--- src/rtl/adc_result_port.sv ---
module adc_result_port #(
  parameter int W   = 16,
  parameter int DIV = 4
) (
  input  logic         clk,
  input  logic         rst_n,
  input  logic [W-1:0] result,
  input  logic         done,
  input  logic         cs_n,
  input  logic         rd_n,
  input  logic         ser_sel,
  input  logic         ext_sel,
  input  logic         inv_sclk,
  input  logic         inv_sync,
  input  logic         twos_sel,
  input  logic         sclk_in,
  output logic [W-1:0] par_out,
  output logic         sdout,
  output logic         sclk_out,
  output logic         sync_out,
  output logic         rd_err
);
  timeunit 1ns;
  timeprecision 1ps;

  localparam int CW = $clog2(W + 1);
  localparam int DW = (DIV > 1) ? $clog2(DIV) : 1;
  localparam logic [CW-1:0] LAST = CW'(W - 1);
  localparam logic [CW-1:0] FULL = CW'(W);
  localparam logic [DW-1:0] DMAX = DW'(DIV - 1);

  logic [W-1:0]  word_q, sh_q, fmt;
  logic [CW-1:0] bcnt, scnt;
  logic [DW-1:0] dcnt;
  logic          active, ph, en_q;
  logic          s1, s2, s3;
  logic          en, master, slave, rise, fall, upd, inprog;

  assign fmt    = twos_sel ? {~result[W-1], result[W-2:0]} : result;
  assign en     = !cs_n && !rd_n;
  assign master = ser_sel && !ext_sel;
  assign slave  = ser_sel && ext_sel;
  assign rise   = s2 && !s3 && !cs_n;
  assign fall   = !s2 && s3 && !cs_n;
  assign upd    = slave && (inv_sclk ? fall : rise);
  assign inprog = (scnt != '0) && (scnt < FULL);

  always_ff @(posedge clk) begin
    if (!rst_n) begin
      s1 <= 1'b0;
      s2 <= 1'b0;
      s3 <= 1'b0;
    end else begin
      s1 <= sclk_in;
      s2 <= s1;
      s3 <= s2;
    end
  end

  always_ff @(posedge clk) begin
    if (!rst_n) begin
      word_q <= '0;
      sh_q   <= '0;
      bcnt   <= '0;
      scnt   <= '0;
      dcnt   <= '0;
      active <= 1'b0;
      ph     <= 1'b0;
      en_q   <= 1'b0;
      rd_err <= 1'b0;
    end else begin
      en_q   <= en;
      rd_err <= 1'b0;
      if (done) begin
        word_q <= fmt;
        sh_q   <= fmt;
        scnt   <= '0;
        active <= 1'b0;
        ph     <= 1'b0;
        rd_err <= slave && inprog;
      end else begin
        if (!master || !en) begin
          active <= 1'b0;
          ph     <= 1'b0;
        end else if (!active && !en_q) begin
          active <= 1'b1;
          ph     <= 1'b0;
          dcnt   <= '0;
          bcnt   <= '0;
        end else if (active) begin
          if (dcnt == DMAX) begin
            dcnt <= '0;
            ph   <= !ph;
            if (ph) begin
              sh_q <= sh_q << 1;
              bcnt <= bcnt + 1'b1;
              if (bcnt == LAST) active <= 1'b0;
            end
          end else begin
            dcnt <= dcnt + 1'b1;
          end
        end
        if (upd) begin
          sh_q <= sh_q << 1;
          if (scnt < FULL) scnt <= scnt + 1'b1;
        end
      end
    end
  end

  assign par_out  = (en && !ser_sel) ? word_q : '0;
  assign sdout    = en && ser_sel && sh_q[W-1];
  assign sclk_out = active && ph;
  assign sync_out = master ? (active ^ inv_sync) : inv_sync;


  err_pulse_chk: assert property (@(posedge clk) disable iff (!rst_n)
    rd_err |=> !rd_err);

  err_cause_chk: assert property (@(posedge clk) disable iff (!rst_n)
    rd_err |-> $past(done) && $past(slave));

  bit_bound_chk: assert property (@(posedge clk) disable iff (!rst_n)
    active |-> bcnt < FULL);

  full_word_chk: assert property (@(posedge clk) disable iff (!rst_n)
    $fell(active) && $past(en && master && !done) |-> bcnt == FULL);

  sync_clk_chk: assert property (@(posedge clk) disable iff (!rst_n)
    sclk_out |-> sync_out != inv_sync);

  slave_bound_chk: assert property (@(posedge clk) disable iff (!rst_n)
    scnt <= FULL);
endmodule

--- config.mk ---
export PLATFORM = sky130hd
export DESIGN_NAME = adc_result_port
export DESIGN_NICKNAME = d
export VERILOG_FILES = /design/src/rtl/adc_result_port.sv
export SDC_FILE = /design/constraint.sdc
export NUM_CORES = 1
export LEC_CHECK = 0
export ABC_CLOCK_PERIOD_IN_PS = 3600
export BUFFER_PORTS_ARGS = -buffer_cell sky130_fd_sc_hd__clkbuf_2
export CORE_MARGIN = 1
export CORE_UTILIZATION = 35
export DETAILED_ROUTE_END_ITERATION = 8
export GPL_ROUTABILITY_DRIVEN = 0
export GPL_TIMING_DRIVEN = 0
export HOLD_SLACK_MARGIN = 0.1
export PLACE_DENSITY = 0.55
export SLEW_MARGIN = 25
export SYNTH_ARGS = -nofsm -noshare
export SYNTH_HDL_FRONTEND = slang
export SYNTH_SLANG_ARGS = --single-unit
export TNS_END_PERCENT = 1
--- constraint.sdc ---
create_clock -name clk -period 3.6 [get_ports clk]
set_input_delay 0.36 -clock clk [delete_from_list [all_inputs] [get_ports clk]]
set_output_delay 0.36 -clock clk [all_outputs]
set_load 0.01 [all_outputs]
* Yosys cells after proc, flatten, opt, wreduce, memory -nomap -nowiden *
Index checks and enable logic that the tools add are counted.

word-level totals
  register bits after elaboration = 51
  input port bits = 27
  output and inout port bits = 20
  logic and storage cells = 91

cells by class
  add/subtract/negate cells = 3
  $lt $le $gt $ge = 1
  equal/unequal tests = 4
  mux-type cells = 23
  bitwise gates (word level) = 5
  reductions and logical operators = 43

operator list
  operator                                             number
  2-to-1 mux 16 bit                                    9
  2-to-1 mux 5 bit                                     4
  logical AND 1 bit                                    15
  zero test 1 bit                                      11
  adder 5 x 1 -> 5 bit, second input constant          2
  AND reduction 5 bit                                  2
  nonzero test 3 bit                                   3
  2-to-1 mux 1 bit                                     7
  2-to-1 mux 2 bit                                     3
  inequality test 3 bit, second input constant         2
  AND reduction 2 bit                                  3
  nonzero test 2 bit                                   3
  equality test 5 x 4 -> 1 bit, second input constant  1
  less-than comparator 5 bit, second input constant    1
  nonzero test 5 bit                                   1
  NOT 1 bit                                            4
  OR reduction 4 bit                                   1
  AND reduction 3 bit                                  1
  OR reduction 3 bit                                   1
  adder 2 x 1 -> 2 bit, second input constant          1
  equality test 2 bit, second input constant           1
  OR reduction 2 bit                                   1
  logical OR 1 bit                                     1
  bitwise XOR 1 bit                                    1

* Depth between registers and ports, before layout *
  word-level depth = 7
  mapped depth = 8

* Worst setup path after synthesis *
Ideal clock, no wire load.

  kind = flip-flop to flip-flop
  start point = register dcnt[0]
  end point = register sh_q[15]
  arrival = 1.386 ns
  data required time = 3.476 ns
  setup slack = 2.090 ns
  stages on the path, launching flop included = 9
  clock period less this slack = 1.510 ns
  cell sequence = dfxtp_1 ha_1 and3_1 buf_2 nand2_1 nand3b_1 buf_4 buf_6 mux2i_1

on the way
  word-level cells in the longest chain between the ends = 3

ends and longest elaborated chain
  item                           RTL line  RTL
  start: declaration             34        logic [DW-1:0] dcnt;
  start signal: assignment       100       dcnt <= dcnt + 1'b1;
  equality test 2 bit            91        if (dcnt == DMAX) begin
  nonzero test 3 bit (no line)   -
  AND reduction 5 bit (no line)  -
  end signal: assignment         76        sh_q <= fmt;
  end signal: assignment         95        sh_q <= sh_q << 1;
  end signal: assignment         104       sh_q <= sh_q << 1;
  end: declaration               32        logic [W-1:0] word_q, sh_q, fmt;

Every way passes these cells.
A chain may end at the register's enable or synchronous reset.

* Worst setup path in the final report *
  start point = input cs_n
  end point = output par_out[5]

on the way
  word-level cells in the longest chain between the ends = 4

ends and longest elaborated chain
  item                RTL line  RTL
  start: declaration  9         input logic cs_n,
  zero test 1 bit     40        assign en = !cs_n && !rd_n;
  logical AND 1 bit   40
  logical AND 1 bit   111       assign par_out = (en && !ser_sel) ? word_q : '0;
  2-to-1 mux 16 bit   111
  end: declaration    17        output logic [W-1:0] par_out,

Every way passes these cells.

==> metrics.csv <==
metric,value,unit
placed_area,2830,um2
cpMaxStageDelayCell,nor3_1,
path_clk_slew,0.09,ns
dp_slack,1.27,ns
synth.distinct_cells,45,
finalInstanceArea,2960,um2
reg2reg_slack,1.87,ns
syn_nets,297,
cts_resized,0,
syn_inst,265,
worst-path-buf-inv,3,
max_slew.worst_pin.slew,0.688,ns
r2r-end,sh_q[10]$_SDFFE_PN0P_,
status,"finished, final reports clean",
hold_viol,0,
power_density,404,nW/um2
cts_tree,yes,
maxSlewViolCount,0,
clock_latency,0.31,ns
ios,47,
ant_nets,0,
initial_core_util,36.3,%
h-tree-depth,2,
grt_overflow,0,
grt_pass1_wl,8780,um
core_region_area,6830,um2
drc,0,
antenna_found_initial,0,
root_buffer,clkbuf_8,
p_leak,1.28,nW
hold_depth,2,
cp_cell_sequence,clkbuf_2 -> nor3_1 -> clkbuf_1 -> and2_1 -> clkbuf_2,
skew,0.00875,ns
postCtsSetupRepairBufs,0,
firstDrtPassIters,4,
rsz0062_at_grt,no,
n_antenna_cell,0,
setup_tns,0,ns
r2r_start,dcnt[0]$_SDFFE_PN0P_,
seq_area_frac_synth,41.1,%
hp-start,sclk_in,
intPower,0.925,mW
netlist_area,2480,um2
start_kind,input pin,
r2r_cells,8,
max-vdd-ir-drop,0.183,mV
avgRoutedWirePerCell,12.4,um
fmax,0.445,GHz
worst_ep_required_time,3.24,ns
die_h,86.2,um
crit_path_max_fanout,10,
hpwlAfterDp,3760,um
endpoint_kind,output port,
syn_to_final_growth,19.4,%
grt_max_degree,17,
setup_viol,0,
synth-main-ff-cell,dfxtp_1,
grt_pass1_vias,1801,
cpPeakStageDelay,0.60,ns
wirelength,5130,um
p_sw,0.273,mW
dieArea,7430,um2
period_needed,2.25,ns
yosys_warnings,0,
cts_buffers,5,
die_width,86.2,um
hold_path_class,in2reg,
hold_path_end,s1$_SDFF_PN0_,
nNetsFinal,349,
grt_usage,15.0,%
power.share.sequential,49.8,%
async_flop_share,0,%
viasPerCell,4.66,
fin_ws,1.35,ns
port_buffers,45,
cp_top_family,simple AND/OR/NAND/NOR gates,
cpMostUsedCell,clkbuf_2,
vias,1931,
critPathArrivalTime,1.89,ns
postCtsHoldBufs,0,
min_period_over_period,62.4,%
ys_ff_latch,51,
cts.sinks,51,
combPwrFrac,10.3,%
maxCapViolCount,0,
criticalPathCategory,in2out,
initialDrtViolationCount,69,
synth.avg_cell_area,9.36,um2
clockPowerShare,39.9,%
fp-row-count,30,
utilization,43.4,%
drive_gt1_share,25.2,%
synth_edf_count,0,
switching_share,22.8,%
relSlewSlack,53.8,%
clockBufferDepth,2,
## state kept, by name, summed over array words and instances, names as in the netlist
register / count
scnt: 5
ph: 1
bcnt: 5
sh_q: 16
s1: 1
active: 1
s2: 1
rd_err: 1
s3: 1
dcnt: 2
word_q: 16
en_q: 1
## metal layers
| metal | vias to the layer above | share of wire (%) | wire length [um] | track usage [%] |
|---|---|---|---|---|
| li1 | 1005 | - | - | - |
| met1 | 879 | 50 | 2560 | 20.6 |
| met2 | 42 | 46 | 2340 | 24.1 |
| met3 | 5 | 3.4 | 175 | 2.86 |
| met4 | 0 | 0.97 | 50 | 4.09 |
| met5 | - | 0 | 0 | 0 |
## through the flow
stage,hold WS [ns],cells,total power [mW]
after CTS,0.256,414,1.22
after global routing,0.248,414,1.25
final,0.261,414,1.20
after global placement,0.414,406,0.734
after floorplan,0.412,265,0.691
after detailed placement,0.419,406,0.736
## cells by family after synthesis
| logic type | Yosys count | share of synthesized area [%] |
|---|---|---|
| flip-flops | 51 | 41.1 |
| buffers and inverters | 21 | 3.88 |
| AND/OR/NAND/NOR | 113 | 25.1 |
| XOR/XNOR | 4 | 1.41 |
| multiplexers | 45 | 18.9 |
| AO/OA/AOI/OAI | 26 | 7.06 |
| adder cells (fa/ha/maj) | 5 | 2.52 |
## power groups by stage
stage	Combinational [mW]	Clock [mW]	Sequential, mW
floorplan	0.0847	0	0.607
global placement	0.124	0	0.610
detailed placement	0.126	0	0.610
CTS	0.126	0.492	0.597
global route	0.139	0.514	0.600
finish	0.124	0.478	0.596
## layout by cell type (no fill, tap or decap), drive strengths merged, types with 6 or more instances in the layout
| cell type | count |
|---|---|
| clkbuf | 58 |
| dfxtp | 51 |
| nand2 | 37 |
| mux2i | 31 |
| and2 | 23 |
| nor2b | 19 |
| mux2 | 14 |
| nor2 | 8 |
| buf | 8 |
| o21ai | 6 |
## final cells by class
type | instances | area, um2
Multi-Input combinational cell | 193 | 1360
Sequential cell | 51 | 1020
Timing Repair Buffer | 45 | 225
Clock inverter | 3 | 67.6
Buffer | 16 | 77.6
Inverter | 5 | 18.8
Fill cell | 719 | 3870
Tap cell | 96 | 120
Clock buffer | 5 | 68.8
## synth_stat cells (all sizes together), types with 2 or more instances
| cell type | number | area (um2) |
|---|---|---|
| clkbuf | 8 | 30.0 |
| mux2 | 14 | 158 |
| mux2i | 31 | 310 |
| nand3 | 5 | 25.0 |
| o21ai | 6 | 30.0 |
| and3 | 2 | 12.5 |
| nor2b | 19 | 119 |
| a21boi | 5 | 37.5 |
| and2 | 23 | 146 |
| nor2 | 8 | 30.0 |
| nand2 | 37 | 141 |
| nand3b | 2 | 15.0 |
| nand4 | 4 | 25.0 |
| xnor2 | 3 | 26.3 |
| ha | 5 | 62.6 |
| o211ai | 3 | 22.5 |
| inv | 5 | 18.8 |
| nor3b | 3 | 33.8 |
| a21oi | 5 | 25.0 |
| dfxtp | 51 | 1020 |
| nor3 | 2 | 10.0 |
| buf | 8 | 47.5 |
## worst max-delay path by stage
stage                         start                     to  slack, ns  cells past startpoint
6_report                       cs_n             par_out[5]       1.35                      5
4_1_cts                        cs_n             par_out[5]       1.28                      5
5_1_grt                        cs_n             par_out[5]       1.10                      5
3_5_place_dp                   cs_n             par_out[5]       1.27                      5
2_1_floorplan  dcnt[0]$_SDFFE_PN0P_  sh_q[15]$_SDFFE_PN0P_       2.09                      8
3_3_place_gp                   cs_n             par_out[5]       1.28                      5
Note: power is estimated with default switching activity, not from simulation.
